===== src/rtl/txSlotPkg.sv =====
package txSlotPkg;

  typedef enum logic [1:0] {
    SRC_IDLE = 2'd0,
    SRC_HDLC = 2'd1,
    SRC_LOOP = 2'd2,
    SRC_BERT = 2'd3
  } srcSel_e;

  // packed: rate56 is bit 3, en is bit 0
  typedef struct packed {
    logic rate56;
    logic loop;
    logic bert;
    logic en;
  } chanCfg_t;

  localparam int CFG_W = $bits(chanCfg_t);

  typedef struct packed {
    srcSel_e src;
    logic    forceOne;
  } ctrlStb_t;

endpackage


===== src/rtl/txSlotCtrl.sv =====
module txSlotCtrl
  import txSlotPkg::*;
#(
  parameter int NUM_SLOTS = 32,
  parameter int SLOT_BITS = 8,
  parameter int SLOT_W    = $clog2(NUM_SLOTS),
  parameter int BIT_W     = $clog2(SLOT_BITS)
) (
  input  logic              clk,
  input  logic              rstN,
  input  logic              cfgWe,
  input  logic [SLOT_W-1:0] cfgAddr,
  input  logic [CFG_W-1:0]  cfgData,
  input  logic              unchanMode,
  output logic [SLOT_W-1:0] slotIdx,
  output logic [BIT_W-1:0]  bitIdx,
  output ctrlStb_t          ctrlStb
);

  localparam logic [BIT_W-1:0]  BIT_LAST  = BIT_W'(SLOT_BITS - 1);
  localparam logic [SLOT_W-1:0] SLOT_LAST = SLOT_W'(NUM_SLOTS - 1);

  logic [BIT_W-1:0]  bitCnt;
  logic [SLOT_W-1:0] slotCnt;
  logic [SLOT_W-1:0] nextSlot;
  logic [SLOT_W-1:0] rdAddr;
  logic              lastBit;
  chanCfg_t          activeCfg;
  logic [CFG_W-1:0]  cfgMem [NUM_SLOTS];

  assign lastBit  = (bitCnt == BIT_LAST);
  assign nextSlot = (slotCnt == SLOT_LAST) ? '0 : slotCnt + SLOT_W'(1);
  assign rdAddr   = unchanMode ? '0 : nextSlot;

  // position counters
  always_ff @(posedge clk or negedge rstN) begin
    if (!rstN) begin
      bitCnt  <= '0;
      slotCnt <= '0;
    end else if (lastBit) begin
      bitCnt  <= '0;
      slotCnt <= nextSlot;
    end else begin
      bitCnt  <= bitCnt + BIT_W'(1);
    end
  end

  // per-slot configuration storage
  always_ff @(posedge clk or negedge rstN) begin
    if (!rstN) begin
      for (int i = 0; i < NUM_SLOTS; i++) cfgMem[i] <= '0;
    end else if (cfgWe) begin
      cfgMem[cfgAddr] <= cfgData;
    end
  end

  // copy the next slot's entry at the boundary
  always_ff @(posedge clk or negedge rstN) begin
    if (!rstN) begin
      activeCfg <= '0;
    end else if (lastBit) begin
      activeCfg <= chanCfg_t'(cfgMem[rdAddr]);
    end
  end

  // fixed precedence: pattern > disabled idle > loopback > hdlc
  always_comb begin
    ctrlStb.forceOne = activeCfg.rate56 && lastBit;
    if (activeCfg.bert)      ctrlStb.src = SRC_BERT;
    else if (!activeCfg.en)  ctrlStb.src = SRC_IDLE;
    else if (activeCfg.loop) ctrlStb.src = SRC_LOOP;
    else                     ctrlStb.src = SRC_HDLC;
  end

  assign slotIdx = slotCnt;
  assign bitIdx  = bitCnt;

endmodule


===== src/rtl/txSlotDatapath.sv =====
module txSlotDatapath
  import txSlotPkg::*;
#(
  parameter logic IDLE_LEVEL = 1'b1
) (
  input  logic     clk,
  input  logic     rstN,
  input  ctrlStb_t ctrlStb,
  input  logic     hdlcBit,
  input  logic     bertBit,
  input  logic     rxBit,
  output logic     txBit
);

  logic muxBit;
  logic nextBit;

  always_comb begin
    unique case (ctrlStb.src)
      SRC_BERT: muxBit = bertBit;
      SRC_LOOP: muxBit = rxBit;
      SRC_HDLC: muxBit = hdlcBit;
      default:  muxBit = IDLE_LEVEL;
    endcase
  end

  assign nextBit = ctrlStb.forceOne ? 1'b1 : muxBit;

  always_ff @(posedge clk or negedge rstN) begin
    if (!rstN) txBit <= IDLE_LEVEL;
    else       txBit <= nextBit;
  end

endmodule


===== src/rtl/txSlotSelector.sv =====
module txSlotSelector
  import txSlotPkg::*;
#(
  parameter int NUM_SLOTS = 32,
  parameter int SLOT_BITS = 8,
  parameter int SLOT_W    = $clog2(NUM_SLOTS),
  parameter int BIT_W     = $clog2(SLOT_BITS)
) (
  input  logic              clk,
  input  logic              rstN,
  input  logic              cfgWe,
  input  logic [SLOT_W-1:0] cfgAddr,
  input  logic [3:0]        cfgData,
  input  logic              unchanMode,
  input  logic              hdlcBit,
  input  logic              bertBit,
  input  logic              rxBit,
  output logic [SLOT_W-1:0] slotIdx,
  output logic [BIT_W-1:0]  bitIdx,
  output logic              txBit
);

  ctrlStb_t ctrlStb;

  txSlotCtrl #(
    .NUM_SLOTS(NUM_SLOTS),
    .SLOT_BITS(SLOT_BITS),
    .SLOT_W   (SLOT_W),
    .BIT_W    (BIT_W)
  ) ctrl_i (
    .clk       (clk),
    .rstN      (rstN),
    .cfgWe     (cfgWe),
    .cfgAddr   (cfgAddr),
    .cfgData   (cfgData),
    .unchanMode(unchanMode),
    .slotIdx   (slotIdx),
    .bitIdx    (bitIdx),
    .ctrlStb   (ctrlStb)
  );

  txSlotDatapath #(
    .IDLE_LEVEL(1'b1)
  ) dp_i (
    .clk    (clk),
    .rstN   (rstN),
    .ctrlStb(ctrlStb),
    .hdlcBit(hdlcBit),
    .bertBit(bertBit),
    .rxBit  (rxBit),
    .txBit  (txBit)
  );

endmodule


===== config.mk =====
export PLATFORM = sky130hd
export DESIGN_NAME = txSlotSelector
export DESIGN_NICKNAME = d
export VERILOG_FILES = /design/src/rtl/txSlotPkg.sv /design/src/rtl/txSlotCtrl.sv /design/src/rtl/txSlotDatapath.sv /design/src/rtl/txSlotSelector.sv
export SDC_FILE = /design/constraint.sdc
export NUM_CORES = 1
export LEC_CHECK = 0
export ABC_AREA = 1
export BUFFER_PORTS_ARGS = -buffer_cell sky130_fd_sc_hd__buf_2
export CORE_ASPECT_RATIO = 0.75
export CORE_UTILIZATION = 40
export DETAILED_ROUTE_END_ITERATION = 16
export PLACE_DENSITY_LB_ADDON = 0.25
export SLEW_MARGIN = 0
export SYNTH_ARGS = -nofsm -noshare
export SYNTH_HDL_FRONTEND = slang
export SYNTH_SLANG_ARGS = --single-unit
export TNS_END_PERCENT = 20

===== constraint.sdc =====
create_clock -name clk -period 2.1 [get_ports clk]
set_input_delay 0.105 -clock clk [delete_from_list [all_inputs] [get_ports clk]]
set_output_delay 0.105 -clock clk [all_outputs]
set_load 0.01 [all_outputs]

==> flow_summary.yaml, run 1 <==
cts:
  clkLatencyLatePin_ns: 0.43
  clock_sinks: 141
  cts_buffer_depth: 2
  cts_made_buffers: 17
  clockRootBuffer: "clkbuf_16"
  htree_levels: 4
  cts_tree: "yes"
  clk_pin_slew_ns: 0.06
critical_path:
  cp-endpoint: "ctrl_i.activeCfg[3]"
  reg2reg_to: "ctrl_i.activeCfg[3]"
  path_buf_inv: 2
  critical_path_required_ns: 2.41
  crit_top_cell: "nand3_1"
  crit_type: "reg2reg"
  cp_max_fo: 8
  r2r_setup_slack_ns: 0.12
  crit_path_end_kind: "register"
  cp.depth: 13
  cp_slowest_stage_delay_ns: 0.39
  critPathTopFamily: "simple AND/OR/NAND/NOR gates"
  crit_arrival_ns: 2.30
  r2r_start: "ctrl_i.slotIdx[0]"
  start_kind: "register"
  worstPathCellList: "ha_2 -> nand2_2 -> nor2_1 -> ha_1 -> inv_2 -> nand3_2 -> nor2_4 -> buf_6 -> nand3_1 -> nand3_1 -> nand3_1 -> nand3_1 -> nand2_1"
  crit_slowest_cell: "dfrtp_1"
  r2r_cells: 13
  crit_path_start: "ctrl_i.slotIdx[0]"
pwr:
  seqPwrFrac_pct: 46.3
  pwr-share-clk_pct: 38.4
  ir_drop_mv: 0.3998
  power_switching_mw: 2.143
  power_density_mw_per_mm2: 928.9
  p_leak_nw: 3.988
  swShare_pct: 28.72
  comb_power_share_pct: 15.3
  cellInternalPower_mw: 5.317
  p_total_mw: 7.460
route:
  num_vias: 6012
  wire_per_inst_um: 16.24
  viasPerCell: 5.086
  drtAntennaViolNets: 0
  wl_um: 19200
  drc: 0
  first_pass_iters: 5
  drt_iter0_markers: 605
synth:
  synthesis.nets: 931
  synth_top_family_by_area: "simple AND/OR/NAND/NOR gates"
  synth-simple-area-share_pct: 28.09
  synth_xor_area_share_pct: 0
  synthMuxAreaShare_pct: 0
  ys_seq_elements: 141
  ys_warn_count: 0
  syn_area_mm2: 0.006854
  synth_compound_area_share_pct: 10.24
  synth_cells: 911
  syn_area_per_cell_um2: 7.524
  ys_seq_area_share_pct: 51.50
  synth_fa_ha_area_share_pct: 0.7302
  synthDistinctLibCells: 20
sta:
  fin_worst_skew_ns: 0.008532
  tightest_slew_ns: 0.6858
  fin_crit_sh_pct: 94.39
  holdWs_ns: 0.1102
  finalHoldViolCount: 0
  worst_slack_ns: 0.1179
  setup_viol: 0
  finalMaxSlewViolations: 0
  period_needed_ns: 1.982
  slew_headroom_pct: 53.90
  max_clock_freq_mhz: 504.5
run:
  drv_cap: 0
cells_and_area:
  antennaDiodeCount: 0
  multi_input_comb_area_mm2: 0.002703
  ff_latch_area_mm2: 0.003530
  drive_gt1_share_pct: 9.721
  layout.cells.non_filler: 1182
  final_cell_mix: "nand2_1 (294), dfrtp_1 (140), o21ai_0 (133)"
  layout_commonest_cell: "nand2_1"
  syn_to_final_growth_pct: 17.16
  finalNetCount: 974
  fin_util_pct: 47.87
  n_fill_cell: 1694
place:
  portBuffers: 24
  dp.cells: 1141
  pre_cts_ws_ns: 0.08037
  place_congestion: 0.8682
  dp_hpwl_um: 12550
min_path:
  hp-class: "in2reg"
grt:
  grt_max_degree: 53
  grt_pass1_vias: 5864
  antenna_found_initial: 0
  grt.total_usage_pct: 24.01
  grt_first_pass_wirelength_um: 32080
  grt_overflow: 0
floorplanning:
  start_util_pct: 40.86
  dieArea_mm2: 0.01767
  placementRows: 41
  die_w_um: 153.2
  io_pins: 25
  fp.dieH_um: 115.4
  core_area_mm2: 0.01677
outcome:
  outcome: "completed"
## registers in the layout (all words and copies together) (netlist names)
name,cells
ctrl_i.activeCfg,4
ctrl_i.slotIdx,5
ctrl_i.bitIdx,3
ctrl_i.cfgMem,128
dp_i.txBit,1
## per-layer routing
layer  wire length [um]  GRT usage, %
met4                337         6.667
met2               8276         36.65
met5                  0             0
met3               1259         4.862
met1               9323         34.68
## metrics by stage
step | instance area, um^2 | TNS [ns]
after floorplan | 6854 | 0
after global placement | 7372 | 0
after detailed placement | 7372 | 0
after CTS | 7986 | 0
after global routing | 8030 | -0.006840
final | 8030 | 0
## worst register-to-register path: cells and delay by family, from the launching register on
kind / cells / cell delay, ns
and+or+nand+nor: 9 / 0.82
buffers and inverters: 2 / 0.25
adders and majority gates: 2 / 0.39
DFF: 1 / 0.39
## layout make-up
class | count | area share [%]
timing repair buffer | 59 | 6.014
multi-input combinational | 604 | 33.66
clock inverter | 11 | 1.169
sequential | 141 | 43.95
clock buffer | 21 | 5.734
tap | 215 | 3.350
inverter | 131 | 6.123
## synthesized netlist by cell type (all sizes together)
master    n  area, um^2
nand2   295        1107
dfrtp   140        3503
o21ai   133       665.6
inv     131       491.7
nand3   119       595.6
nor2     32       120.1
clkbuf   21       78.83
buf      14       76.32
nor3      8       40.04
a21oi     4       20.02
ha        4       50.05
nand4     3       18.77
nor4      2       25.02
a221o     1       10.01
a31oi     1       6.260
dfstp     1       26.28
nor3b     1       12.51
or2       1       6.260
## kinds of logic (layout without fill, tap and decap cells)
kind of cell,Yosys count,after routing
simple gates,461,461
buf+inv,166,222
flops,141,141
compound gates,139,139
fa+ha+maj,4,4
## repair_timing
action / in CTS / in global routing
resized for setup: 0 / 9
hold buffers: 6 / 0
hold endpoints to repair: 50 / 0
setup buffers: 0 / 2
setup endpoints to repair: 0 / 4
## power groups by stage
stage | Sequential, mW | Combinational, mW | Clock, mW
2_1_floorplan | 3.43 | 0.781 | 0
3_3_place_gp | 3.48 | 1.12 | 0
3_5_place_dp | 3.49 | 1.13 | 0
4_1_cts | 3.45 | 1.15 | 2.90
5_1_grt | 3.52 | 1.35 | 3.02
6_report | 3.46 | 1.14 | 2.86
## worst min-delay path by stage
stage           from                  end  slack [ns]  depth (start not counted)
4_1_cts        rxBit           dp_i.txBit        0.09                          4
3_3_place_gp    rstN   ctrl_i.cfgMem[119]        0.08                          1
2_1_floorplan   rstN  ctrl_i.activeCfg[0]       -0.19                          0
6_report       rxBit           dp_i.txBit        0.11                          4
5_1_grt        rxBit           dp_i.txBit        0.12                          4
3_5_place_dp    rstN   ctrl_i.cfgMem[119]        0.07                          1
(Power assumes the default switching activity.)
==> run 2: changes to the inputs <==
==> constraint.sdc (replaced) <==
create_clock -name clk -period 2.3 [get_ports clk]
set_input_delay 0.115 -clock clk [delete_from_list [all_inputs] [get_ports clk]]
set_output_delay 0.115 -clock clk [all_outputs]
set_load 0.01 [all_outputs]
==> run 2 against run 1 <==
Design area decreased by 0.56%. Maximum frequency decreased by 8.4%. Via count decreased by 1.0%. Routed wire length decreased by 2.0%. Setup slack improved by 0.019 ns. Clock skew decreased by 0.0039 ns. Die area unchanged. Flip-flop and latch count unchanged. Global-route usage decreased by 0.88 points. Hold slack improved by 0.0093 ns. Core utilization decreased by 0.27 points. Critical endpoint unchanged. Largest cell class unchanged. Largest power group unchanged.
==> flow_summary.yaml, run 2 (synthesis gave the netlist of run 1 again) <==
cells_and_area:
  antennaDiodeCount: 0
  finalNetCount: 969
  top_register: "ctrl_i.cfgMem"
  final_cell_mix: "nand2_1 (295), dfrtp_1 (140), o21ai_0 (133)"
  syn_to_final_growth_pct: 16.50
  drive_gt1_share_pct: 8.420
  largest_register_ffs: 128
  n_fill_cell: 1688
  layout_commonest_cell: "nand2_1"
floorplanning:
  fp.dieH_um: 115.4
  die_w_um: 153.2
  start_util_pct: 40.86
  dieArea_mm2: 0.01767
  core_area_mm2: 0.01677
  placementRows: 41
  io_pins: 25
grt:
  antenna_found_initial: 0
  grt_first_pass_wirelength_um: 30860
  grt.busiest_layer: "met2"
  grt.total_usage_pct: 23.14
  grt_overflow: 0
  grt_use_met1_pct: 33.36
  grt_util_met3_pct: 5.013
  grt_max_degree: 56
  grt_pass1_vias: 5614
  use_met2_pct: 34.52
sta:
  finalHoldViolCount: 0
  setup_viol: 0
  max_clock_freq_mhz: 462.2
  fin_worst_skew_ns: 0.004588
  tightest_slew_ns: 0.8663
  finalMaxSlewViolations: 0
  rsz0062_at_grt: "false"
  setup_tns_ns: 0
  slew_headroom_pct: 41.76
  fin_crit_sh_pct: 94.07
  period_needed_ns: 2.164
cts:
  htree_levels: 4
  clk_pin_slew_ns: 0.06
  cts_buffer_depth: 2
  clkLatencyLatePin_ns: 0.42
  clock_sinks: 141
  cts_tree: "yes"
  clockRootBuffer: "clkbuf_16"
  cts_made_buffers: 17
min_path:
  hp-class: "in2reg"
route:
  viasPerCell: 5.054
  first_pass_iters: 6
  wire_per_inst_um: 15.99
  num_vias: 5949
  drtAntennaViolNets: 0
  wl_um: 18820
  drc: 0
  drt_iter0_markers: 446
critical_path:
  start_kind: "register"
  cp_slowest_stage_delay_ns: 0.44
  crit_slowest_cell: "dfrtp_1"
  crit_type: "reg2reg"
  crit_top_cell: "nand3_1"
  cp_max_fo: 16
  crit_arrival_ns: 2.47
  crit_path_end_kind: "register"
  critical_path_required_ns: 2.61
  worstPathCellList: "ha_1 -> nand2_1 -> nor2_1 -> ha_1 -> inv_1 -> nand3_1 -> nor2_1 -> buf_6 -> nand3_1 -> nand3_1 -> nand3_1 -> nand3_1 -> nand2_1"
pwr:
  ir_drop_mv: 0.4508
  p_total_mw: 6.972
  p_leak_nw: 3.970
  power_density_mw_per_mm2: 873.1
outcome:
  outcome: "completed"
place:
  place_congestion: 0.9006
  dp_hpwl_um: 12350
  portBuffers: 24
run:
  drv_cap: 0
## run 2: per-layer routing
layer	up-vias	share of wire, %
li1	2955	-
met1	2791	49
met2	180	42
met3	23	6.2
met4	0	1.9
met5	-	0
## run 2: critical path, delay by kind of cell, from the launching register on
family	cells	cell delay, ns
AND/OR/NAND/NOR	9	0.88
adder cells (fa/ha/maj)	2	0.41
flip-flops	1	0.44
buffers and inverters	2	0.32
## run 2: final timing paths
kind	start	to	slack, ns	cells past startpoint
setup / recovery	ctrl_i.slotIdx[0]	ctrl_i.activeCfg[3]	0.14	13
max in group asynchronous	rstN	dp_i.txBit	1.41	3
min in group asynchronous	rstN	ctrl_i.cfgMem[125]	0.21	2
setup reg to reg	ctrl_i.slotIdx[0]	ctrl_i.activeCfg[3]	0.14	13
hold / removal	rxBit	dp_i.txBit	0.12	4
hold reg to reg	ctrl_i.bitIdx[0]	ctrl_i.bitIdx[0]	0.44	1
## run 2: power by group
part / internal [mW] / switching, mW / leakage, nW
Sequential: 2.92 / 0.235 / 1.81
Clock: 1.76 / 1.02 / 0.288
Combinational: 0.391 / 0.643 / 1.88
Total: 5.07 / 1.90 / 3.97
## run 2: timing repair
action                                  in CTS  in global routing
endpoints found under the setup margin       0                  4
setup buffers                                0                  1
hold endpoints to repair                    50                  0
gates resized for setup                      0                  1
hold buffers                                 6                  0
## run 2: stage by stage
step,hold slack [ns],worst slack [ns],instance area (um^2),cells,util [%]
after global routing,0.1633,0.003775,7985,1177,47.60
final,0.1195,0.1365,7985,1177,47.60
after detailed placement,0.08560,0.1834,7325,1138,43.66
after CTS,0.1151,0.1618,7974,1176,47.53
after global placement,0.08836,0.1898,7325,1138,43.66
after floorplan,-0.1806,0.2806,6854,911,-
## run 2: layout make-up
type,instances,area (um^2),share of cell area [%]
multi-input cells,604,2685,33.63
clock buffers,24,471.7,5.907
clock inverters,8,117.6,1.473
well taps,215,269.0,3.369
repair buffers,54,420.4,5.265
flip-flops and latches,141,3530,44.20
inverters,131,491.7,6.158
